$ cat src/rtl/lsu_pkg.sv
// Shared types for the load/store lane unit.
// Assumes a data word made of 8-bit lanes.
package lsu_pkg;

    // Access width code as carried on the request port.
    typedef enum logic [1:0] {
        SZ_BYTE = 2'd0,
        SZ_HALF = 2'd1,
        SZ_WORD = 2'd2,
        SZ_WIDE = 2'd3
    } size_e;

endpackage

$ cat src/rtl/lsu_agen.sv
// Effective-address generator.
// Adds the sign-extended displacement to the base and flags an address
// that is not a multiple of the access width. Purely combinational.
module lsu_agen #(
    parameter int XLEN = 32,
    parameter int OFFW = 16
) (
    input  logic [XLEN-1:0]     base,
    input  logic [OFFW-1:0]     offset,
    input  lsu_pkg::size_e      size,
    output logic [XLEN-1:0]     ea,
    output logic                misaligned
);
    localparam int LANES = XLEN / 8;
    localparam int AW    = $clog2(LANES);

    // Sum of base and sign-extended displacement.
    always_comb begin
        ea = base + {{(XLEN-OFFW){offset[OFFW-1]}}, offset};
    end

    // Alignment test against the access width.
    always_comb begin
        unique case (size)
            lsu_pkg::SZ_BYTE: misaligned = 1'b0;
            lsu_pkg::SZ_HALF: misaligned = ea[0];
            default:          misaligned = |ea[AW-1:0];
        endcase
    end
endmodule

$ cat src/rtl/lsu_lane_sel.sv
// Lane selector.
// Maps the in-word byte offset to the physical byte lane and halfword
// slot under the chosen byte order. Assumes at least four lanes.
module lsu_lane_sel #(
    parameter int XLEN = 32
) (
    input  logic [$clog2(XLEN/8)-1:0]   ofs,
    input  logic                        big,
    output logic [$clog2(XLEN/8)-1:0]   byte_lane,
    output logic [$clog2(XLEN/8)-2:0]   half_slot
);
    localparam int LANES = XLEN / 8;
    localparam int AW    = $clog2(LANES);
    localparam int HW    = AW - 1;

    // Big-endian order counts lanes down from the most significant end.
    always_comb begin
        if (big) begin
            byte_lane = AW'(LANES - 1) - ofs;
            half_slot = HW'(LANES/2 - 1) - ofs[AW-1:1];
        end else begin
            byte_lane = ofs;
            half_slot = ofs[AW-1:1];
        end
    end
endmodule

$ cat src/rtl/lsu_store_lane.sv
// Store lane placer.
// Produces per-lane write enables and lane-positioned write data from the
// source register for byte, halfword and word stores. Lanes that are not
// written carry zeros.
module lsu_store_lane #(
    parameter int XLEN = 32
) (
    input  lsu_pkg::size_e              size,
    input  logic [$clog2(XLEN/8)-1:0]   byte_lane,
    input  logic [$clog2(XLEN/8)-2:0]   half_slot,
    input  logic [XLEN-1:0]             data,
    output logic [XLEN/8-1:0]           be,
    output logic [XLEN-1:0]             wdata
);
    localparam int LANES = XLEN / 8;
    localparam int AW    = $clog2(LANES);
    localparam int HW    = AW - 1;

    for (genvar i = 0; i < LANES; i++) begin : g_lane
        logic       en;
        logic [7:0] src;

        // Decide whether this lane is written and which source byte feeds it.
        always_comb begin
            unique case (size)
                lsu_pkg::SZ_BYTE: begin
                    en  = (byte_lane == AW'(i));
                    src = data[7:0];
                end
                lsu_pkg::SZ_HALF: begin
                    en  = (half_slot == HW'(i/2));
                    src = data[8*(i%2) +: 8];
                end
                default: begin
                    en  = 1'b1;
                    src = data[8*i +: 8];
                end
            endcase
        end

        assign be[i]          = en;
        assign wdata[8*i +: 8] = en ? src : 8'h00;
    end
endmodule

$ cat src/rtl/lsu_load_lane.sv
// Load lane extractor.
// Picks the addressed byte or halfword out of a returned word and extends
// it to full width, with sign or zero fill.
module lsu_load_lane #(
    parameter int XLEN = 32
) (
    input  lsu_pkg::size_e              size,
    input  logic                        zext,
    input  logic [$clog2(XLEN/8)-1:0]   byte_lane,
    input  logic [$clog2(XLEN/8)-2:0]   half_slot,
    input  logic [XLEN-1:0]             word,
    output logic [XLEN-1:0]             result
);
    logic [7:0]  sel_b;
    logic [15:0] sel_h;

    // Select the addressed pieces of the word.
    always_comb begin
        sel_b = word[{byte_lane, 3'b000} +: 8];
        sel_h = word[{half_slot, 4'b0000} +: 16];
    end

    // Extend the selected piece according to size and fill mode.
    always_comb begin
        unique case (size)
            lsu_pkg::SZ_BYTE: result = {{(XLEN-8){~zext & sel_b[7]}}, sel_b};
            lsu_pkg::SZ_HALF: result = {{(XLEN-16){~zext & sel_h[15]}}, sel_h};
            default:          result = word;
        endcase
    end
endmodule

$ cat src/rtl/lsu_lane_unit.sv
// Load/store lane unit (top).
// Stage 1 registers the memory request (word address, byte enables,
// lane data, strobes, misalignment). Stage 2 carries the load's lane
// context while memory reads. Stage 3 registers the extended load result.
// Assumes memory returns read data exactly one cycle after mem_re.
module lsu_lane_unit #(
    parameter int XLEN = 32,
    parameter int OFFW = 16
) (
    input  logic                 clk,
    input  logic                 rst_n,
    input  logic                 req_valid,
    input  logic                 req_store,
    input  logic [XLEN-1:0]      req_base,
    input  logic [OFFW-1:0]      req_offset,
    input  logic [XLEN-1:0]      req_wdata,
    input  logic [1:0]           req_size,
    input  logic                 req_unsigned,
    input  logic                 req_big_endian,
    output logic [XLEN-1:0]      mem_addr,
    output logic [XLEN/8-1:0]    mem_be,
    output logic [XLEN-1:0]      mem_wdata,
    output logic                 mem_we,
    output logic                 mem_re,
    input  logic [XLEN-1:0]      mem_rdata,
    output logic                 misalign,
    output logic                 ld_valid,
    output logic [XLEN-1:0]      ld_data
);
    localparam int LANES = XLEN / 8;
    localparam int AW    = $clog2(LANES);
    localparam int HW    = AW - 1;

    lsu_pkg::size_e   in_size;
    logic [XLEN-1:0]  ea;
    logic             ea_mis;
    logic [AW-1:0]    st_lane;
    logic [HW-1:0]    st_slot;
    logic [LANES-1:0] st_be;
    logic [XLEN-1:0]  st_data;

    // Lane context of the request now at the memory (stage 1).
    logic [AW-1:0]    s1_ofs;
    lsu_pkg::size_e   s1_size;
    logic             s1_big;
    logic             s1_zext;
    // Lane context of the load whose data is arriving (stage 2).
    logic             s2_valid;
    logic [AW-1:0]    s2_ofs;
    lsu_pkg::size_e   s2_size;
    logic             s2_big;
    logic             s2_zext;
    logic [AW-1:0]    ld_lane;
    logic [HW-1:0]    ld_slot;
    logic [XLEN-1:0]  ld_ext;

    assign in_size = lsu_pkg::size_e'(req_size);

    lsu_agen #(.XLEN(XLEN), .OFFW(OFFW)) u_agen (
        .base       (req_base),
        .offset     (req_offset),
        .size       (in_size),
        .ea         (ea),
        .misaligned (ea_mis)
    );

    lsu_lane_sel #(.XLEN(XLEN)) u_st_sel (
        .ofs       (ea[AW-1:0]),
        .big       (req_big_endian),
        .byte_lane (st_lane),
        .half_slot (st_slot)
    );

    lsu_store_lane #(.XLEN(XLEN)) u_st_lane (
        .size      (in_size),
        .byte_lane (st_lane),
        .half_slot (st_slot),
        .data      (req_wdata),
        .be        (st_be),
        .wdata     (st_data)
    );

    lsu_lane_sel #(.XLEN(XLEN)) u_ld_sel (
        .ofs       (s2_ofs),
        .big       (s2_big),
        .byte_lane (ld_lane),
        .half_slot (ld_slot)
    );

    lsu_load_lane #(.XLEN(XLEN)) u_ld_lane (
        .size      (s2_size),
        .zext      (s2_zext),
        .byte_lane (ld_lane),
        .half_slot (ld_slot),
        .word      (mem_rdata),
        .result    (ld_ext)
    );

    // Stage 1: issue the word request and capture the load lane context.
    always_ff @(posedge clk) begin
        if (!rst_n) begin
            mem_addr  <= '0;
            mem_be    <= '0;
            mem_wdata <= '0;
            mem_we    <= 1'b0;
            mem_re    <= 1'b0;
            misalign  <= 1'b0;
            s1_ofs    <= '0;
            s1_size   <= lsu_pkg::SZ_BYTE;
            s1_big    <= 1'b0;
            s1_zext   <= 1'b0;
        end else begin
            mem_we   <= req_valid &  req_store & ~ea_mis;
            mem_re   <= req_valid & ~req_store & ~ea_mis;
            misalign <= req_valid & ea_mis;
            mem_be   <= (req_valid & ~ea_mis) ? st_be : '0;
            if (req_valid) begin
                mem_addr  <= {ea[XLEN-1:AW], {AW{1'b0}}};
                mem_wdata <= req_store ? st_data : '0;
                s1_ofs    <= ea[AW-1:0];
                s1_size   <= in_size;
                s1_big    <= req_big_endian;
                s1_zext   <= req_unsigned;
            end
        end
    end

    // Stage 2: hold the load context during the memory read cycle.
    always_ff @(posedge clk) begin
        if (!rst_n) begin
            s2_valid <= 1'b0;
            s2_ofs   <= '0;
            s2_size  <= lsu_pkg::SZ_BYTE;
            s2_big   <= 1'b0;
            s2_zext  <= 1'b0;
        end else begin
            s2_valid <= mem_re;
            s2_ofs   <= s1_ofs;
            s2_size  <= s1_size;
            s2_big   <= s1_big;
            s2_zext  <= s1_zext;
        end
    end

    // Stage 3: register the extracted and extended load result.
    always_ff @(posedge clk) begin
        if (!rst_n) begin
            ld_valid <= 1'b0;
            ld_data  <= '0;
        end else begin
            ld_valid <= s2_valid;
            if (s2_valid) begin
                ld_data <= ld_ext;
            end
        end
    end
endmodule

$ cat config.mk
export PLATFORM = sky130hd
export DESIGN_NAME = lsu_lane_unit
export DESIGN_NICKNAME = d
export VERILOG_FILES = /design/src/rtl/lsu_pkg.sv /design/src/rtl/lsu_agen.sv /design/src/rtl/lsu_lane_sel.sv /design/src/rtl/lsu_store_lane.sv /design/src/rtl/lsu_load_lane.sv /design/src/rtl/lsu_lane_unit.sv
export SDC_FILE = /design/constraint.sdc
export NUM_CORES = 1
export LEC_CHECK = 0
export BUFFER_PORTS_ARGS = -buffer_cell sky130_fd_sc_hd__buf_2
export CAP_MARGIN = 20
export CORE_ASPECT_RATIO = 0.5
export CORE_MARGIN = 8
export CORE_UTILIZATION = 55
export DETAILED_ROUTE_END_ITERATION = 6
export PLACE_DENSITY = 0.89
export SLEW_MARGIN = 10
export SYNTH_ARGS = -nofsm -noshare
export SYNTH_HDL_FRONTEND = slang
export SYNTH_HIERARCHICAL = 1
export SYNTH_SLANG_ARGS = --single-unit
export TNS_END_PERCENT = 20
$ cat constraint.sdc
create_clock -name clk -period 7.7 [get_ports clk]
set_input_delay 1.155 -clock clk [delete_from_list [all_inputs] [get_ports clk]]
set_output_delay 1.155 -clock clk [all_outputs]
set_load 0.05 [all_outputs]
# Word level (Yosys, flattened, before mapping)
# Cells that the tools add are included.
# W data, S select, Z words.
[word_totals]
output_inout_bits = 104
input_bits = 120
wordCells = 65
ff_bits = 115
[op_classes]
addsub = 5
eq_ne = 5
n_mux = 18
shifts = 2
bitwise_logic = 12
n_reduce_logical = 6
[ops]
columns = ["operator", "count"]
rows = [
  ["$pmux W32 S2", 1],
  ["$mux W8", 6],
  ["$add A32 B32 Y32", 1],
  ["$mux W32", 1],
  ["$shiftx A32 B6 Y16", 1],
  ["$shiftx A32 B6 Y8", 1],
  ["$pmux W8 S2", 1],
  ["$pmux W1 S2", 5],
  ["$and A1 B1 Y1", 8],
  ["$eq A2 B1 Y1 const B", 3],
  ["$logic_not A2 Y1", 3],
  ["$eq A2 B2 Y1 const B", 2],
  ["$mux W2", 2],
  ["$not A1 Y1", 4],
  ["$reduce_or A2 Y1", 2],
  ["$sub A2 B2 Y2 const A", 2],
  ["$mux W1", 2],
  ["$reduce_and A2 Y1", 1],
  ["$sub A1 B1 Y1 const A", 2],
]

# Logic depth before layout (Yosys ltp)
# Gate-level depths: netlist of the first run.
[depth]
ltp_word = 7
mapped_depth = 12
depth_no_buf = 12

# Hierarchy
# Netlist of the first run, hierarchy kept.
[modules_own_cells]
columns = ["mod", "cells_per_inst", "seq_area_each_um2", "area_per_inst_um2", "n_inst"]
rows = [
  ["lsu_lane_unit", 397, 2302.2, 4281.6, 1],
  ["lsu_agen", 224, 0.0, 1614.0, 1],
  ["lsu_load_lane", 103, 0.0, 779.5, 1],
  ["lsu_store_lane", 110, 0.0, 770.7, 1],
  ["lsu_lane_sel", 3, 0.0, 25.0, 2],
]

# Worst setup path before layout of the first run
# Ideal clock, no wire load.
[synth_timing]
kind = "input to register"
startpoint = "in req_offset[0]"
endpoint = "reg mem_addr[30]"
t_required_ps = 7634
setup_time_ps = 66
n_path_buf = 0
setup_slack_ps = 4259
path_stages = 12
arrival_time_ps = 3375
cell_sequence = "ha_1 fa_1 a21o_1 a221oi_2 a221o_2 o2111ai_2 o211ai_2 o21ai_2 a221oi_2 xnor2_1 mux2i_1 nor2b_1"
[synth_between]
elab_chain_len = 1
[synth_rtl]
columns = ["element", "line_no", "text"]
rows = [
  ["start: declaration", "lsu_lane_unit.sv:15", "input logic [OFFW-1:0] req_offset,"],
  ["$add A32 B32 Y32", "lsu_agen.sv:19", "ea = base + {{(XLEN-OFFW){offset[OFFW-1]}}, offset};"],
  ["net ea[30]", "lsu_lane_unit.sv:35", "logic [XLEN-1:0] ea;"],
  ["end signal: assignment", "lsu_lane_unit.sv:118", "mem_addr <= {ea[XLEN-1:AW], {AW{1'b0}}};"],
  ["end: declaration", "lsu_lane_unit.sv:20", "output logic [XLEN-1:0] mem_addr,"],
]
# The timed path passes the listed nets, and every way through them passes these cells.
# A chain may end at the register's enable or synchronous reset.

# Worst setup path in the final report of the first run
[layout_timing]
startpoint = "in req_offset[0]"
endpoint = "reg mem_addr[16]"
# The elaborated chain is that of the path after synthesis.

==> flow_metrics.tcl, run 1 <==
set metrics [dict create \
    multi_input_area_mm2 0.00462 \
    maxSlewViolCount 0 \
    start_util 0.558 \
    ant_nets 0 \
    hp-class "flop to flop" \
    yosysMostFrequentCell "dfxtp_1" \
    synth_cell_types 68 \
    synth_top_area_frac 0.307 \
    clockBufferDepth 2 \
    clkSinkCount 115 \
    dp_cells 1169 \
    finalCriticalPeriod_ns 3.47 \
    htree_levels 4 \
    fin_crit_sh 0.450 \
    diodes 0 \
    pre_cts_ws_ns 3.82 \
    cellLeakagePower_nw 4.11 \
    drt_first_pass_iters 5 \
    async_reset_ff_frac 0 \
    dp_hpwl_mm 15.6 \
    worst_pin_slew_ns 1.01 \
    crit_fanout 4 \
    fp.coreArea_mm2 0.0134 \
    relSlewSlack 0.327 \
    routed_wl_mm 21.7 \
    die-area_mm2 0.0178 \
    cap_violations 0 \
    pin_count 224 \
    layout.cells.non_filler 1203 \
    drc 0 \
    ys.warnings.count 6 \
    outcome "finished, final reports clean" \
    crit_type "input port to flop" \
    clockRootBuffer "clkbuf_16" \
    cts_setup_buffers 0 \
    worstSetupEndpointType "flop" \
    insertion_delay_ns 0.41 \
    netlist_area_mm2 0.00750 \
    antenna_found_initial 0 \
    ys_ff_latch 115 \
    finalSetupTns_ns 0 \
    die_h_um 98.6 \
    cts_hold_buf 0 \
    dr_total_vias 7112 \
    overflow 0 \
    postSynthAreaPerCell_um2 8.92 \
    worstSetupStartpointType "input port" \
    drive_gt1_frac 0.272 \
    fin_skew_ns 0.00641 \
    setup_viol 0 \
    regArea_mm2 0.00230 \
    yosys.area.top_type "dfxtp_1" \
    post_cts_resized 0 \
    wl_met1_mm 8.91 \
    synth_edf_count 0 \
    routed-wl-met3_mm 1.80 \
    fill_cells 1050 \
    portBuffers 221 \
    nets 1166 \
    wire_per_inst_um 18.0 \
    rsz0062_at_grt "no" \
    gp_congestion 0.909 \
    synth.area.top_cells "dfxtp_1, mux2i_1, nor2b_1" \
    die_w_um 181 \
    cp.required_ns 8.05 \
    path_clk_slew_ns 0.06 \
    wl_met2_mm 10.2 \
    power.density_mw_per_mm2 218 \
    grt_pass1_wl_mm 34.1 \
    tritoncts "built" \
    num_rows 30 \
    max_freq_mhz 288 \
    cts-buffers-inserted 17 \
    syn2layout_area_growth_pct 19.9 \
    grt_pass1_vias 6899 \
    yosys-top-cells-count "dfxtp_1, mux2i_1, nor2b_1" \
    hold_viol 0 \
    vias_per_cell 5.91 \
    ir_drop_mv 0.186 \
    synthCells 840 \
    cp.arrival_ns 3.82 \
    grtUsageTotal 0.228 \
    highest_layer "met4" \
    ys_seq_area_frac 0.307 \
    drt-initial-drc-count 565 \
    fin_ws_ns 4.23 \
    grt_max_degree 143 \
    synthFlopType "dfxtp_1" \
]
per-stage QoR:
stage	power [mW]	area, um2	hold WS (ns)	util
floorplan	1.07	7500	0.429	-
global route	2.04	8990	0.477	0.669
finish	1.96	8990	0.461	0.669
CTS	1.96	8930	0.462	0.665
detailed placement	1.19	8360	0.446	0.622
global placement	1.18	8360	0.438	0.622
worst paths after layout:
check / from / to / slack, ns / cells after the start
worst min-delay path: s1_ofs[0]$_SDFFE_PN0P_ / s2_ofs[0]$_SDFF_PN0_ / 0.46 / 1
worst max register to register: s2_big$_SDFF_PN0_ / ld_data[18]$_SDFFE_PN0P_ / 4.72 / 6
worst max-delay path: req_offset[0] / mem_addr[16]$_SDFFE_PN0P_ / 4.23 / 13
worst min register to register: s1_ofs[0]$_SDFFE_PN0P_ / s2_ofs[0]$_SDFF_PN0_ / 0.46 / 1
final cells by class:
class,instances,area share
Multi-Input combinational cell,629,0.514
Sequential cell,115,0.256
Tap cell,176,0.0245
Timing Repair Buffer,225,0.131
Clock buffer,17,0.0473
Clock inverter,15,0.0163
Inverter,26,0.0109
layout by cell type, fill, tap and decap left out, types with 13 or more instances in the layout:
master,netlist,routed
a21oi_1,49,49
inv_1,25,25
mux2i_1,84,84
nand3b_1,34,34
buf_2,13,220
xor2_1,13,13
nand2_1,66,66
nor2_1,19,19
clkbuf_16,0,17
xnor2_1,20,20
o21ai_0,32,32
o21ai_1,35,35
ha_1,31,31
nor2b_1,81,81
and2_1,15,15
dfxtp_1,115,114
critical path: stages:
cell and delay (ns):
buf_2 0.10, ha_1 0.21, fa_1 0.45, a21o_1 0.23
a221oi_2 0.32, a221o_2 0.26, o21ai_1 0.09, a21boi_1 0.24
o21ai_1 0.17, a21boi_1 0.23, xnor2_1 0.15, mux2i_1 0.10
nor2b_1 0.12
logic make-up after synthesis:
logic type                 share of synthesized area
other                                       0.000500
muxes                                          0.141
adders and majority gates                     0.0544
AOI/OAI and AO/OA                              0.182
and+or+nand+nor                                0.199
buffers and inverters                         0.0774
xor gates and xnor gates                      0.0386
DFF                                            0.307
metal layers:
| layer | global-route usage | vias to the layer above |
|---|---|---|
| li1 | - | 3362 |
| met1 | 0.271 | 3290 |
| met2 | 0.384 | 392 |
| met3 | 0.0602 | 68 |
| met4 | 0.105 | 0 |
| met5 | 0 | - |
power breakdown:
group	switching [mW]	internal (mW)
sequential	0.0225	0.630
combinational	0.341	0.196
clock	0.314	0.453
state kept, by name (all words and copies together), names as in the netlist:
signal / cells
s2_zext: 1
ld_valid: 1
s1_big: 1
mem_we: 1
ld_data: 32
s2_size: 2
mem_re: 1
s2_big: 1
s1_zext: 1
s2_ofs: 2
mem_addr: 30
s2_valid: 1
s1_size: 2
mem_be: 4
s1_ofs: 2
mem_wdata: 32
misalign: 1
Power figures use the tool's default switching activity.
==> run 2: changes to the inputs <==
Settings changed: ABC_AREA set to 1, CORE_UTILIZATION 55 to 54, PLACE_DENSITY 0.89 to 0.87.
Clock period 7.7 ns to 3.21 ns, I/O delays scaled along.
==> flow_metrics.tcl, run 2 <==
set metrics [dict create \
    post_cts_resized 0 \
    path_clk_slew_ns 0.06 \
    final_util 0.651 \
    design_area_mm2 0.00987 \
    vias_per_cell 5.18 \
    finalCriticalPeriod_ns 2.30 \
    outcome "finished, final reports clean" \
    synth.area.top_cells "dfxtp_1, nand2_1, nor2_1" \
    die_h_um 103 \
    drt_first_pass_iters 5 \
    drc 0 \
    netlist_area_mm2 0.00824 \
    fin_crit_sh 0.716 \
    grt_max_degree 63 \
    yosys.area.top_type "dfxtp_1" \
    cts_hold_buf 0 \
    dp_hpwl_mm 19.6 \
    num_rows 32 \
    ff2ff_path_depth 11 \
    wire_per_inst_um 14.8 \
    crit_cells 11 \
    yosys-top-cells-count "nand2_1, nor2_1, inv_1" \
    power.density_mw_per_mm2 505 \
    die-area_mm2 0.0197 \
    crit_type "flop to flop" \
    synth_edf_count 0 \
    overflow 0 \
    synthCells 1355 \
    clockRootBuffer "clkbuf_16" \
    finalSetupTns_ns 0 \
    tritoncts "built" \
    die_w_um 191 \
    crit_family "simple AND/OR/NAND/NOR gates" \
    crit_start "s2_big$_SDFF_PN0_" \
    ys_ff_latch 115 \
    synth_top_area_frac 0.279 \
    ys.warnings.count 6 \
    cpPeakStageDelay_ns 0.44 \
    clockBufferDepth 2 \
    grtUsageTotal 0.258 \
    drt-initial-drc-count 848 \
    antenna_found_initial 0 \
    worstSetupStartpointType "flop" \
    grt_pass1_vias 8544 \
    ant_nets 0 \
    synth_cell_types 38 \
    syn2layout_area_growth_pct 19.8 \
    start_util 0.543 \
    postSynthAreaPerCell_um2 6.08 \
    critPathSlowestCell "nand2_1" \
    ys_seq_area_frac 0.279 \
    cp.arrival_ns 2.63 \
    drive_gt1_frac 0.218 \
    nets 1697 \
    endpoint "ld_data[24]$_SDFFE_PN0P_" \
    crit_fanout 24 \
    max_freq_mhz 435 \
    r2r-start "s2_big$_SDFF_PN0_" \
    reg2reg_slack_ns 0.91 \
    fp.coreArea_mm2 0.0152 \
    portBuffers 221 \
    cts-buffers-inserted 17 \
    async_reset_ff_frac 0 \
    grt_pass1_wl_mm 41.5 \
    synthFlopType "dfxtp_1" \
    cp.required_ns 3.54 \
    routed_wl_mm 26.1 \
    rsz0062_at_grt "no" \
    cap_violations 0 \
    dpl_cell_area_mm2 0.00923 \
    gp_congestion 0.913 \
    layout_commonest_cell "nand2_1" \
    ir_drop_mv 0.417 \
    worstSetupEndpointType "flop" \
    cts_setup_buffers 0 \
    critPathBufInv 2 \
    maxSlewViolCount 0 \
    cellLeakagePower_nw 5.73 \
    relSlewSlack 0.530 \
    clkSinkCount 115 \
    pin_count 224 \
    yosysMostFrequentCell "nand2_1" \
    crit_path_frequent_cell "nand2_1" \
    path_cells "inv_1 -> nand2_1 -> nand2_1 -> inv_2 -> nand2_1 -> nand3_1 -> nand2_2 -> nand3_4 -> nand3_1 -> nor2_1 -> nor2_1" \
    layout.cells.most_common_list "nand2_1, nor2_1, buf_2, inv_1, dfxtp_1" \
    setup_viol 0 \
    hold_viol 0 \
    insertion_delay_ns 0.41 \
    fin_skew_ns 0.0142 \
    worst_pin_slew_ns 0.705 \
    dr_total_vias 9138 \
    top_regs "ld_data (32), mem_wdata (32), mem_addr (30)" \
    r2r_end "ld_data[24]$_SDFFE_PN0P_" \
    htree_levels 4 \
    hp-class "input port to flop" \
]
run 2: changes by cell type after synthesis, sizes merged, moves of 15 or more:
cell / before / now
inv: 26 / 202
nor2b: 81 / 0
nor2: 19 / 252
and2: 17 / 0
clkbuf: 20 / 5
nand3: 9 / 98
xnor2: 20 / 2
nand2: 66 / 396
a21oi: 50 / 79
mux2i: 84 / 0
o21ai: 68 / 95
nand3b: 34 / 0
run 2: where the power goes:
part	internal [mW]	switching (mW)
combinational	0.401	0.964
clock	1.34	0.740
sequential	1.51	0.0407
run 2: worst min-delay path, stage by stage:
cell and delay (ns):
buf_2 0.08, inv_1 0.03, nand2_1 0.04, nand2_1 0.05, inv_1 0.04
run 2: per-layer routing:
| metal | global-route usage | up-vias | routed length [um] |
|---|---|---|---|
| li1 | - | 4552 | - |
| met1 | 0.344 | 4107 | 11700 |
| met2 | 0.423 | 437 | 11600 |
| met3 | 0.0532 | 42 | 2460 |
| met4 | 0.0640 | 0 | 361 |
| met5 | 0 | - | 0 |
run 2: cell type report:
cell class	instances	area, um2
repair buffers	227	1150
well taps	204	255
clock buffers	19	443
inverters	202	778
clock inverters	13	199
diodes	1	2.50
flip-flops and latches	115	2300
multi-input cells	982	4740
fillers	1362	5300
run 2: how the worst min path moves through the flow:
stage               cells after the start                    start               endpoint  slack (ns)
finish                                  5             req_unsigned   s1_zext$_SDFFE_PN0P_        0.33
global route                            5             req_unsigned   s1_zext$_SDFFE_PN0P_        0.37
CTS                                     5             req_unsigned   s1_zext$_SDFFE_PN0P_        0.33
detailed placement                      2  s1_size[1]$_SDFFE_PN0P_  s2_size[1]$_SDFF_PN0_        0.42
global placement                        2      s1_big$_SDFFE_PN0P_      s2_big$_SDFF_PN0_        0.41
floorplan                               2      s1_big$_SDFFE_PN0P_      s2_big$_SDFF_PN0_        0.40
run 2: cell families after synthesis:
| group | Yosys count | synth area share |
|---|---|---|
| buffers and inverters | 259 | 0.146 |
| adders and majority gates | 32 | 0.0495 |
| DFF | 115 | 0.279 |
| other | 1 | 0.000455 |
| AOI/OAI and AO/OA | 177 | 0.116 |
| xor gates and xnor gates | 16 | 0.0170 |
| and+or+nand+nor | 755 | 0.392 |
run 2: stage by stage:
| step | total power, mW | hold slack [ns] | instances | setup slack [ns] |
|---|---|---|---|---|
| after floorplan | 2.60 | 0.405 | 1356 | 0.967 |
| after global placement | 2.89 | 0.413 | 1730 | 0.785 |
| after detailed placement | 2.91 | 0.421 | 1730 | 0.709 |
| after CTS | 4.99 | 0.327 | 1762 | 0.974 |
| after global routing | 5.23 | 0.370 | 1762 | 0.661 |
| final | 4.99 | 0.334 | 1763 | 0.913 |
